===== src/rtl/tdm_rx_pkg.sv =====
package tdm_rx_pkg;

  typedef enum logic [1:0] {
    FMT_I2S = 2'd0,
    FMT_LJ  = 2'd1,
    FMT_RJ  = 2'd2,
    FMT_TDM = 2'd3
  } fmt_e;

endpackage


===== src/rtl/tdm_rx_clkgen.sv =====
module tdm_rx_clkgen #(
  parameter int HALF_DIV = 4,
  parameter int SLOT_W   = 32,
  parameter int SLOTS    = 16
) (
  input  logic clk,
  input  logic rst_n,
  input  logic en,
  input  logic tdm,
  output logic bclk,
  output logic fclk
);

  localparam int DIV_W = $clog2(HALF_DIV + 1);
  localparam int SB    = $clog2(SLOT_W);
  localparam int POS_W = $clog2(SLOT_W * SLOTS);

  logic [DIV_W-1:0] div_q, div_d;
  logic             bclk_q, bclk_d;
  logic [POS_W-1:0] bit_q, bit_d;
  logic             tick;

  always_comb begin
    tick   = (div_q == DIV_W'(HALF_DIV - 1));
    div_d  = div_q;
    bclk_d = bclk_q;
    bit_d  = bit_q;
    if (!en) begin
      div_d  = '0;
      bclk_d = 1'b0;
      bit_d  = POS_W'(1);
    end else if (tick) begin
      div_d  = '0;
      bclk_d = ~bclk_q;
      if (bclk_q) begin
        bit_d = bit_q + 1'b1;
      end
    end else begin
      div_d = div_q + 1'b1;
    end
  end

  always_ff @(posedge clk or negedge rst_n) begin
    if (!rst_n) begin
      div_q  <= '0;
      bclk_q <= 1'b0;
      bit_q  <= POS_W'(1);
    end else begin
      div_q  <= div_d;
      bclk_q <= bclk_d;
      bit_q  <= bit_d;
    end
  end

  assign bclk = bclk_q;
  assign fclk = tdm ? (bit_q == '0) : bit_q[SB];


  idle_low_chk: assert property (@(posedge clk) disable iff (!rst_n)
    !en |=> !bclk_q);

endmodule


===== src/rtl/tdm_rx_sync.sv =====
module tdm_rx_sync #(
  parameter int W = 6
) (
  input  logic         clk,
  input  logic         rst_n,
  input  logic [W-1:0] din,
  output logic [W-1:0] dout
);

  logic [W-1:0] s1_q, s2_q;

  always_ff @(posedge clk or negedge rst_n) begin
    if (!rst_n) begin
      s1_q <= '0;
      s2_q <= '0;
    end else begin
      s1_q <= din;
      s2_q <= s1_q;
    end
  end

  assign dout = s2_q;

endmodule


===== src/rtl/tdm_rx_lane.sv =====
module tdm_rx_lane #(
  parameter int WORD_W = 24
) (
  input  logic              clk,
  input  logic              rst_n,
  input  logic              shift_en,
  input  logic              bit_in,
  output logic [WORD_W-1:0] word_now
);

  logic [WORD_W-2:0] sh_q, sh_d;

  always_comb begin
    sh_d = sh_q;
    if (shift_en) begin
      sh_d = {sh_q[WORD_W-3:0], bit_in};
    end
  end

  always_ff @(posedge clk or negedge rst_n) begin
    if (!rst_n) begin
      sh_q <= '0;
    end else begin
      sh_q <= sh_d;
    end
  end

  assign word_now = {sh_q, bit_in};

endmodule


===== src/rtl/tdm_rx_framer.sv =====
module tdm_rx_framer
  import tdm_rx_pkg::*;
#(
  parameter int WORD_W = 24,
  parameter int SLOT_W = 32,
  parameter int SLOTS  = 16,
  localparam int SIW   = $clog2(SLOTS)
) (
  input  logic           clk,
  input  logic           rst_n,
  input  logic           bit_stb,
  input  logic           frm_lvl,
  input  fmt_e           fmt,
  input  logic           mode_chg,
  output logic           emit,
  output logic           side,
  output logic [SIW-1:0] slot
);

  localparam int SB    = $clog2(SLOT_W);
  localparam int POS_W = $clog2(SLOT_W * SLOTS);

  logic [POS_W-1:0] pos_q, pos_d, pos_now, limit;
  logic             prev_q, prev_d;
  logic             lock_q, lock_d, lock_now;
  logic             is_tdm, boundary, hit;
  logic [SB-1:0]    last;

  always_comb begin
    is_tdm   = (fmt == FMT_TDM);
    boundary = is_tdm ? (frm_lvl & ~prev_q) : (frm_lvl ^ prev_q);
    limit    = is_tdm ? POS_W'(SLOT_W * SLOTS - 1) : POS_W'(SLOT_W);
    if (boundary) begin
      pos_now = '0;
    end else if (pos_q >= limit) begin
      pos_now = limit;
    end else begin
      pos_now = pos_q + 1'b1;
    end
    case (fmt)
      FMT_I2S: last = SB'(WORD_W);
      FMT_RJ:  last = SB'(SLOT_W - 1);
      default: last = SB'(WORD_W - 1);
    endcase
    lock_now = (boundary | lock_q) & ~mode_chg;
    hit      = (pos_now[SB-1:0] == last) &&
               (is_tdm || (pos_now[POS_W-1:SB] == '0));
    emit     = bit_stb & lock_now & hit;
    side     = (fmt == FMT_I2S) ? frm_lvl : ~frm_lvl;
    slot     = pos_now[POS_W-1:SB];

    pos_d  = pos_q;
    prev_d = prev_q;
    lock_d = lock_q;
    if (bit_stb) begin
      pos_d  = pos_now;
      prev_d = frm_lvl;
      lock_d = lock_now;
    end
    if (mode_chg) begin
      lock_d = 1'b0;
    end
  end

  always_ff @(posedge clk or negedge rst_n) begin
    if (!rst_n) begin
      pos_q  <= '0;
      prev_q <= 1'b0;
      lock_q <= 1'b0;
    end else begin
      pos_q  <= pos_d;
      prev_q <= prev_d;
      lock_q <= lock_d;
    end
  end


  lock_clear_chk: assert property (@(posedge clk) disable iff (!rst_n)
    mode_chg |=> !lock_q);

endmodule


===== src/rtl/tdm_rx_port.sv =====
module tdm_rx_port
  import tdm_rx_pkg::*;
#(
  parameter int WORD_W   = 24,
  parameter int SLOT_W   = 32,
  parameter int SLOTS    = 16,
  parameter int NLINES   = 4,
  parameter int HALF_DIV = 4,
  localparam int CHAN_W  = $clog2(SLOTS)
) (
  input  logic              clk,
  input  logic              rst_n,
  input  logic              master_en,
  input  logic [1:0]        fmt,
  input  logic              bclk_in,
  input  logic              fclk_in,
  input  logic [NLINES-1:0] sdata_in,
  output logic              bclk_out,
  output logic              fclk_out,
  output logic              word_valid,
  output logic [WORD_W-1:0] word_data,
  output logic [CHAN_W-1:0] word_chan
);

  localparam int LINE_W = $clog2(NLINES);
  localparam int SYN_W  = NLINES + 2;

  // reset: asynchronous assertion, synchronous release
  logic [1:0] rs_q;
  logic       rst_ni;

  always_ff @(posedge clk or negedge rst_n) begin
    if (!rst_n) begin
      rs_q <= 2'b00;
    end else begin
      rs_q <= {rs_q[0], 1'b1};
    end
  end
  assign rst_ni = rs_q[1];

  // clock generation for master mode
  fmt_e fmt_cur;
  logic gen_bclk, gen_fclk;

  assign fmt_cur = fmt_e'(fmt);

  tdm_rx_clkgen #(
    .HALF_DIV(HALF_DIV),
    .SLOT_W  (SLOT_W),
    .SLOTS   (SLOTS)
  ) u_clkgen (
    .clk  (clk),
    .rst_n(rst_ni),
    .en   (master_en),
    .tdm  (fmt_cur == FMT_TDM),
    .bclk (gen_bclk),
    .fclk (gen_fclk)
  );

  assign bclk_out = gen_bclk;
  assign fclk_out = gen_fclk;

  // serial inputs into the system clock domain
  logic             bclk_src, fclk_src;
  logic [SYN_W-1:0] syn_out;
  logic             b_s, f_s, bd_q, bit_stb;
  logic [NLINES-1:0] d_s;

  assign bclk_src = master_en ? gen_bclk : bclk_in;
  assign fclk_src = master_en ? gen_fclk : fclk_in;

  tdm_rx_sync #(.W(SYN_W)) u_sync (
    .clk  (clk),
    .rst_n(rst_ni),
    .din  ({fclk_src, bclk_src, sdata_in}),
    .dout (syn_out)
  );

  assign f_s     = syn_out[SYN_W-1];
  assign b_s     = syn_out[SYN_W-2];
  assign d_s     = syn_out[NLINES-1:0];
  assign bit_stb = b_s & ~bd_q;

  // mode tracking
  logic [1:0] fmt_q;
  logic       mst_q, mode_chg;

  assign mode_chg = (fmt != fmt_q) | (master_en != mst_q);

  always_ff @(posedge clk or negedge rst_ni) begin
    if (!rst_ni) begin
      bd_q  <= 1'b0;
      fmt_q <= 2'd0;
      mst_q <= 1'b0;
    end else begin
      bd_q  <= b_s;
      fmt_q <= fmt;
      mst_q <= master_en;
    end
  end

  // frame position tracking
  logic              emit, emit_side;
  logic [CHAN_W-1:0] emit_slot;

  tdm_rx_framer #(
    .WORD_W(WORD_W),
    .SLOT_W(SLOT_W),
    .SLOTS (SLOTS)
  ) u_framer (
    .clk     (clk),
    .rst_n   (rst_ni),
    .bit_stb (bit_stb),
    .frm_lvl (f_s),
    .fmt     (fmt_cur),
    .mode_chg(mode_chg),
    .emit    (emit),
    .side    (emit_side),
    .slot    (emit_slot)
  );

  // per-line shift registers
  logic [WORD_W-1:0] lane_word [NLINES];

  for (genvar gi = 0; gi < NLINES; gi++) begin : g_lane
    tdm_rx_lane #(.WORD_W(WORD_W)) u_lane (
      .clk     (clk),
      .rst_n   (rst_ni),
      .shift_en(bit_stb),
      .bit_in  (d_s[gi]),
      .word_now(lane_word[gi])
    );
  end

  // word hold and sequential drain
  logic [WORD_W-1:0] hold_q [NLINES];
  logic [WORD_W-1:0] hold_d [NLINES];
  logic [NLINES-1:0] pend_q, pend_d;
  logic              side_q, side_d, tdm_q, tdm_d;
  logic [CHAN_W-1:0] slot_q, slot_d;
  logic [LINE_W-1:0] pick;
  logic              found;
  logic              vld_d;
  logic [WORD_W-1:0] data_d;
  logic [CHAN_W-1:0] chan_d;

  always_comb begin
    pick  = '0;
    found = 1'b0;
    for (int i = 0; i < NLINES; i++) begin
      if (pend_q[i] && !found) begin
        pick  = LINE_W'(i);
        found = 1'b1;
      end
    end

    vld_d  = found;
    data_d = hold_q[pick];
    chan_d = tdm_q ? slot_q : CHAN_W'({pick, side_q});

    pend_d = pend_q;
    if (found) begin
      pend_d[pick] = 1'b0;
    end
    side_d = side_q;
    slot_d = slot_q;
    tdm_d  = tdm_q;
    for (int i = 0; i < NLINES; i++) begin
      hold_d[i] = hold_q[i];
    end
    if (emit) begin
      side_d = emit_side;
      slot_d = emit_slot;
      tdm_d  = (fmt_cur == FMT_TDM);
      if (fmt_cur == FMT_TDM) begin
        pend_d    = NLINES'(1);
        hold_d[0] = lane_word[0];
      end else begin
        pend_d = '1;
        for (int i = 0; i < NLINES; i++) begin
          hold_d[i] = lane_word[i];
        end
      end
    end
  end

  always_ff @(posedge clk or negedge rst_ni) begin
    if (!rst_ni) begin
      pend_q     <= '0;
      side_q     <= 1'b0;
      slot_q     <= '0;
      tdm_q      <= 1'b0;
      word_valid <= 1'b0;
      word_data  <= '0;
      word_chan  <= '0;
      for (int i = 0; i < NLINES; i++) begin
        hold_q[i] <= '0;
      end
    end else begin
      pend_q     <= pend_d;
      side_q     <= side_d;
      slot_q     <= slot_d;
      tdm_q      <= tdm_d;
      word_valid <= vld_d;
      word_data  <= data_d;
      word_chan  <= chan_d;
      for (int i = 0; i < NLINES; i++) begin
        hold_q[i] <= hold_d[i];
      end
    end
  end


  tdm_single_chk: assert property (@(posedge clk) disable iff (!rst_ni)
    (word_valid && fmt == 2'd3) |=> !word_valid);


  lane_order_chk: assert property (@(posedge clk) disable iff (!rst_ni)
    (word_valid && fmt != 2'd3 && word_chan[LINE_W:1] != LINE_W'(NLINES - 1))
    |=> (word_valid && word_chan[LINE_W:1] == $past(word_chan[LINE_W:1]) + 1'b1));


  stereo_chan_chk: assert property (@(posedge clk) disable iff (!rst_ni)
    (word_valid && fmt != 2'd3) |-> (word_chan < CHAN_W'(2 * NLINES)));


  slave_quiet_chk: assert property (@(posedge clk) disable iff (!rst_ni)
    (!master_en && !mst_q) |-> (!bclk_out && !fclk_out));

endmodule


===== config.mk =====
export PLATFORM = sky130hd
export DESIGN_NAME = tdm_rx_port
export DESIGN_NICKNAME = d
export VERILOG_FILES = /design/src/rtl/tdm_rx_pkg.sv /design/src/rtl/tdm_rx_clkgen.sv /design/src/rtl/tdm_rx_sync.sv /design/src/rtl/tdm_rx_lane.sv /design/src/rtl/tdm_rx_framer.sv /design/src/rtl/tdm_rx_port.sv
export SDC_FILE = /design/constraint.sdc
export NUM_CORES = 1
export LEC_CHECK = 0
export ABC_AREA = 1
export BUFFER_PORTS_ARGS = -buffer_cell sky130_fd_sc_hd__buf_2
export CORE_MARGIN = 5
export CORE_UTILIZATION = 60
export CTS_CLUSTER_DIAMETER = 50
export DETAILED_ROUTE_END_ITERATION = 8
export PLACE_DENSITY = 0.88
export SLEW_MARGIN = 25
export SYNTH_ARGS = -nofsm -noshare
export SYNTH_HDL_FRONTEND = slang
export SYNTH_SLANG_ARGS = --single-unit

===== constraint.sdc =====
create_clock -name clk -period 17.5 [get_ports clk]
set_input_delay 3.5 -clock clk [delete_from_list [all_inputs] [get_ports clk]]
set_output_delay 3.5 -clock clk [all_outputs]
set_load 0.05 [all_outputs]

==> Word-level counts from Yosys, hierarchy flattened <==
Index checks and enable logic that the tools add are counted.
{ "totals": {"register_bits": 269, "latchBits": 0, "ramBits": 0, "mem_bits_ro": 0, "input_bits": 11, "output_inout_bits": 31, "elab_cells": 109, "memories": 0} }
{ "classes": {"n_addsub": 3, "mul": 0, "div_mod_pow": 0, "n_lt_le_gt_ge": 4, "n_eq_ne": 8, "shifts": 0, "n_mux": 34, "n_bitwise": 17, "n_reduce_logical": 16} }
{ "op_table": {"columns": ["op", "n"], "rows": [
  ["$mux 9", 6],
  ["$bmux 24 s2", 1],
  ["$mux 24", 2],
  ["$add 9x1->9 const B", 2],
  ["$mux 4", 4],
  ["$mux 1", 15],
  ["$ge 9x9->1", 1],
  ["$logic_not 9->1", 1],
  ["$pmux 4 s2", 1],
  ["$mux 3", 2],
  ["$not 1->1", 6],
  ["$and 1x1->1", 5],
  ["$eq 5x5->1", 1],
  ["$logic_and 1x1->1", 5],
  ["$and 4x4->4", 1],
  ["$eq 2x2->1 const B", 2],
  ["$logic_not 4->1", 1],
  ["$mux 2", 2],
  ["$ne 2x1->1 const B", 2],
  ["$not 4->4", 1],
  ["$reduce_and 2->1", 2],
  ["$reduce_bool 2->1", 2],
  ["$add 3x1->3 const B", 1],
  ["$eq 3x2->1 const B", 1],
  ["12 further kinds", 15]
]} }

==> Longest topological paths before layout <==
{ "logic_depth": {"word_depth": 18, "depth_mapped": 20, "mapped_depth_nobuf": 18} }

==> Cells and area by module <==
A second synthesis with hierarchy kept.
{ "unflattened": {"hier_cells": 1345, "area_unflattened_um2": 11576.1} }
{ "by_module_without_submodules": {"columns": ["mod", "n_inst", "cells_per_inst", "area_per_inst_um2", "seq_area_each_um2"], "rows": [
  ["tdm_rx_port", 1, 695, 5949.5, 3528.4],
  ["tdm_rx_lane", 4, 98, 883.3, 575.6],
  ["tdm_rx_framer", 1, 162, 1104.8, 275.3],
  ["tdm_rx_clkgen", 1, 84, 688.2, 326.6],
  ["tdm_rx_sync", 1, 12, 300.3, 300.3]
]} }

==> Worst setup path after synthesis <==
Ideal clock, no wire load.
{ "synth_timing": {"path_type": "input-to-output", "from": "input fmt[1]", "to": "output fclk_out", "t_arrival_ns": 5.019, "required_ns": 14.000, "path_slack_ns": 8.981, "cell_stages": 4, "n_path_buf": 0, "cell_sequence": "nand2_2 -> inv_2 -> nand4_1 -> o31ai_1"} }
{ "synth_between": {"elab_chain_len": 2} }
{ "synth_rtl": {"columns": ["element", "line_no", "text"], "rows": [
  ["start: declaration", "tdm_rx_port.sv:14", "input logic [1:0] fmt,"],
  ["$eq 2x2->1", "tdm_rx_port.sv:55", ".tdm (fmt_cur == FMT_TDM),"],
  ["net u_clkgen.tdm", "tdm_rx_clkgen.sv:9", "input logic tdm,"],
  ["$mux 1", "tdm_rx_clkgen.sv:56", "assign fclk = tdm ? (bit_q == '0) : bit_q[SB];"],
  ["end: declaration", "tdm_rx_port.sv:19", "output logic fclk_out,"]
]} }
The timed path passes the listed nets, and every way through them passes these cells.

==> Final worst setup path <==
{ "layout_timing": {"from": "input fmt[0]", "to": "output fclk_out"} }
The elaborated chain is that of the path after synthesis.

==> flow_summary.toml <==
[power_and_ir_drop]
p_per_area_nw_per_um2 = 131
peakVddDrop_mv = 0.0682
power_w = 0.00165
p_leak_nw = 6.54

[synth]
syn_nets = 1295
synth_top_cells_by_area = "dfrtp_1 59%, nand2_1 16%, nand3_1 4.3%"
avgSynthCellArea_um2 = 8.94
ys_ff_latch = 269
yosysUniqueCellTypes = 33
ys_seq_area_frac = 0.593
syn_inst = 1271
yosysTopAreaCell = "dfrtp_1"
ys_warn_count = 0
yosys.area.top_type_share = 0.591
syn-cell-area_um2 = 11400

[finish]
fin_util = 0.679
regArea_um2 = 6740
drive_above_1_share = 0.0952
n_fill_cell = 1308
fin_nets = 1304
fin_area_um2 = 12700
areaGrowthSynthToFinish_pct = 11.4
multi_input_comb_area_um2 = 3900
num_antenna_cells = 0

[global_route]
grt_use_total = 0.235
grt_pass1_wl_um = 42700
grt_overflow = 0
grt_max_degree = 195
grt_pass1_vias = 8734
grt_antenna_before_repair = 0

[clock_tree]
cts_hold_buf = 0
tritoncts.num_buffers = 29
cts_sinks = 269
clk_latency_ps = 540
cts_root_buf = "clkbuf_16"
clk_pin_slew_worst_paths_ps = 60
cts_resized = 0
clk_path_buf_depth = 3
cts_tree = "yes"
post_cts_buffers = 0
cts_htree_levels = 1

[detailed_routing]
via_per_inst = 5.82
drtAntennaViolNets = 0
drtIter0Drc = 1022
wl_met2_um = 12200
via_count = 8932
top_layer = "met4"
drc = 0
wl_met1_um = 10500
drt_wl_total_um = 25200
wl_per_cell_um = 16.4
firstDrtPassIters = 7
wl_met3_um = 1870

[run]
max-cap-violations = 0

[die]
chipWidth_um = 148
io_pins = 42
dieArea_um2 = 21800
row_count = 50
start_util = 0.609
fp.coreArea_um2 = 18600
die_h_um = 148

[worst_setup_path]
startpoint = "fmt[0]"
critPathArrivalTime_ps = 5140
critical_path.endpoint = "fclk_out"
crit_type = "input port to output pin"
r2r_start = "u_framer.pos_q[7]$_DFFE_PN0P_"
critPathMaxFanout = 84
startpoint_type = "input port"
crit_required_ps = 14000
critical_path.endpoint_type = "output pin"
r2r_cells = 15
rr_endpoint = "hold_q[79]$_DFFE_PN0P_"
ff2ff_setup_slack_ps = 13500

[place]
placed_area_um2 = 11600
gp_congestion = 0.895
io_buffers = 41
dp_hpwl_um = 14000
pre_cts_ws_ps = 8900

[timing]
worst_slack_ps = 8860
max_freq_ghz = 0.116
hold_viol = 0
period_share = 0.494
setup-tns-final_ps = 0
setup_viol = 0
period_minus_slack_ps = 8640
skew_ps = 18.0
finalMaxSlewViolations = 0
worstMarginPinSlew_ps = 983
max-slew-margin-rel = 0.340
rsz0062_at_grt = "no"

[worst_hold_path]
hp-class = "flip-flop to async pin"

[outcome]
status = "finished, final reports clean"
-- synth_stat cells (all sizes together) --
library cell    n
buf            26
conb            1
nor3            4
o211ai          1
nand3         100
xnor2           3
dfstp           1
nand2         481
ha             13
clkbuf         50
nand4          77
inv            95
nor2           29
a31oi           3
nor4            2
o21ai          79
xor2            6
dfrtp         268
o2111ai        24
o22ai           1
a21oi           5
clkinv          1
o31ai           1
-- area by class of cell --
class	count	share of cell area
repair buffers	54	0.0275
clock inverters	13	0.0151
flip-flops and latches	269	0.533
inverters	96	0.0285
clock buffers	40	0.0646
multi-input cells	830	0.308
well taps	234	0.0231
-- state kept, by name, indices dropped and copies added (netlist names), 2 cells and up --
signal / count
u_clkgen.bit_q: 9
slot_q: 4
u_sync.s1_q: 6
u_sync.dout: 6
u_clkgen.div_q: 3
word_data: 24
fmt_q: 2
hold_q: 96
u_framer.pos_q: 9
g_lane.u_lane.sh_q: 92
rs_q: 2
pend_q: 4
word_chan: 4
-- power by group --
| part | total [W] | switching, W | internal (W) |
|---|---|---|---|
| Clock | 0.000637 | 0.000250 | 0.000388 |
| Sequential | 0.000766 | 0.0000658 | 0.000700 |
| Combinational | 0.000251 | 0.000180 | 0.0000708 |
-- layout by cell type (no fill, tap or decap), drive strengths merged, types with 2 or more instances in the layout --
cell / n
clkbuf: 40
nand3: 100
dfrtp: 268
inv: 97
clkinv: 8
nor2: 29
xor2: 6
buf: 54
nor3: 4
nand2: 481
o2111ai: 24
nor4: 2
bufinv: 4
nand4: 77
xnor2: 3
a21oi: 5
ha: 13
o21ai: 79
a31oi: 3
-- worst min path at each step --
stage | depth (start not counted) | start | slack (ps) | to
3_3_place_gp | 0 | u_sync.s1_q[2]$_DFF_PN0_ | 340 | u_sync.dout[2]$_DFF_PN0_
6_report | 0 | rs_q[1]$_DFF_PN0_ | 250 | u_sync.s1_q[3]$_DFF_PN0_
4_1_cts | 0 | u_sync.s1_q[1]$_DFF_PN0_ | 350 | u_sync.dout[1]$_DFF_PN0_
3_5_place_dp | 0 | u_sync.s1_q[1]$_DFF_PN0_ | 340 | u_sync.dout[1]$_DFF_PN0_
5_1_grt | 0 | rs_q[1]$_DFF_PN0_ | 300 | u_sync.s1_q[3]$_DFF_PN0_
2_1_floorplan | 0 | rs_q[0]$_DFF_PN0_ | 330 | rs_q[1]$_DFF_PN0_
-- kinds of logic (layout without fill, tap and decap cells) --
logic type	count (synthesis)	after routing	synth area share
AND/OR/NAND/NOR	693	693	0.261
flip-flops	269	269	0.593
buffers and inverters	172	203	0.0652
AO/OA/AOI/OAI	114	114	0.0594
adder cells (fa/ha/maj)	13	13	0.0143
XOR/XNOR	9	9	0.00694
other	1	1	0.000330
-- per-layer routing --
layer,up-vias,track usage
li1,4166,-
met3,58,0.0383
met2,372,0.384
met5,-,0
met1,4336,0.330
met4,0,0.0680
-- metrics by stage --
stage | hold slack (ps) | cells
floorplan | 331 | 1271
global placement | 335 | 1481
detailed placement | 338 | 1481
CTS | 353 | 1534
global route | 304 | 1536
finish | 250 | 1536
-- critical path, cell delays in order --
cell     delay (ps)
buf_2           160
nand2_2          50
buf_4           380
inv_2           280
nand4_1         130
o31ai_1         310
buf_2           330
Note: power is estimated with default switching activity, not from simulation.
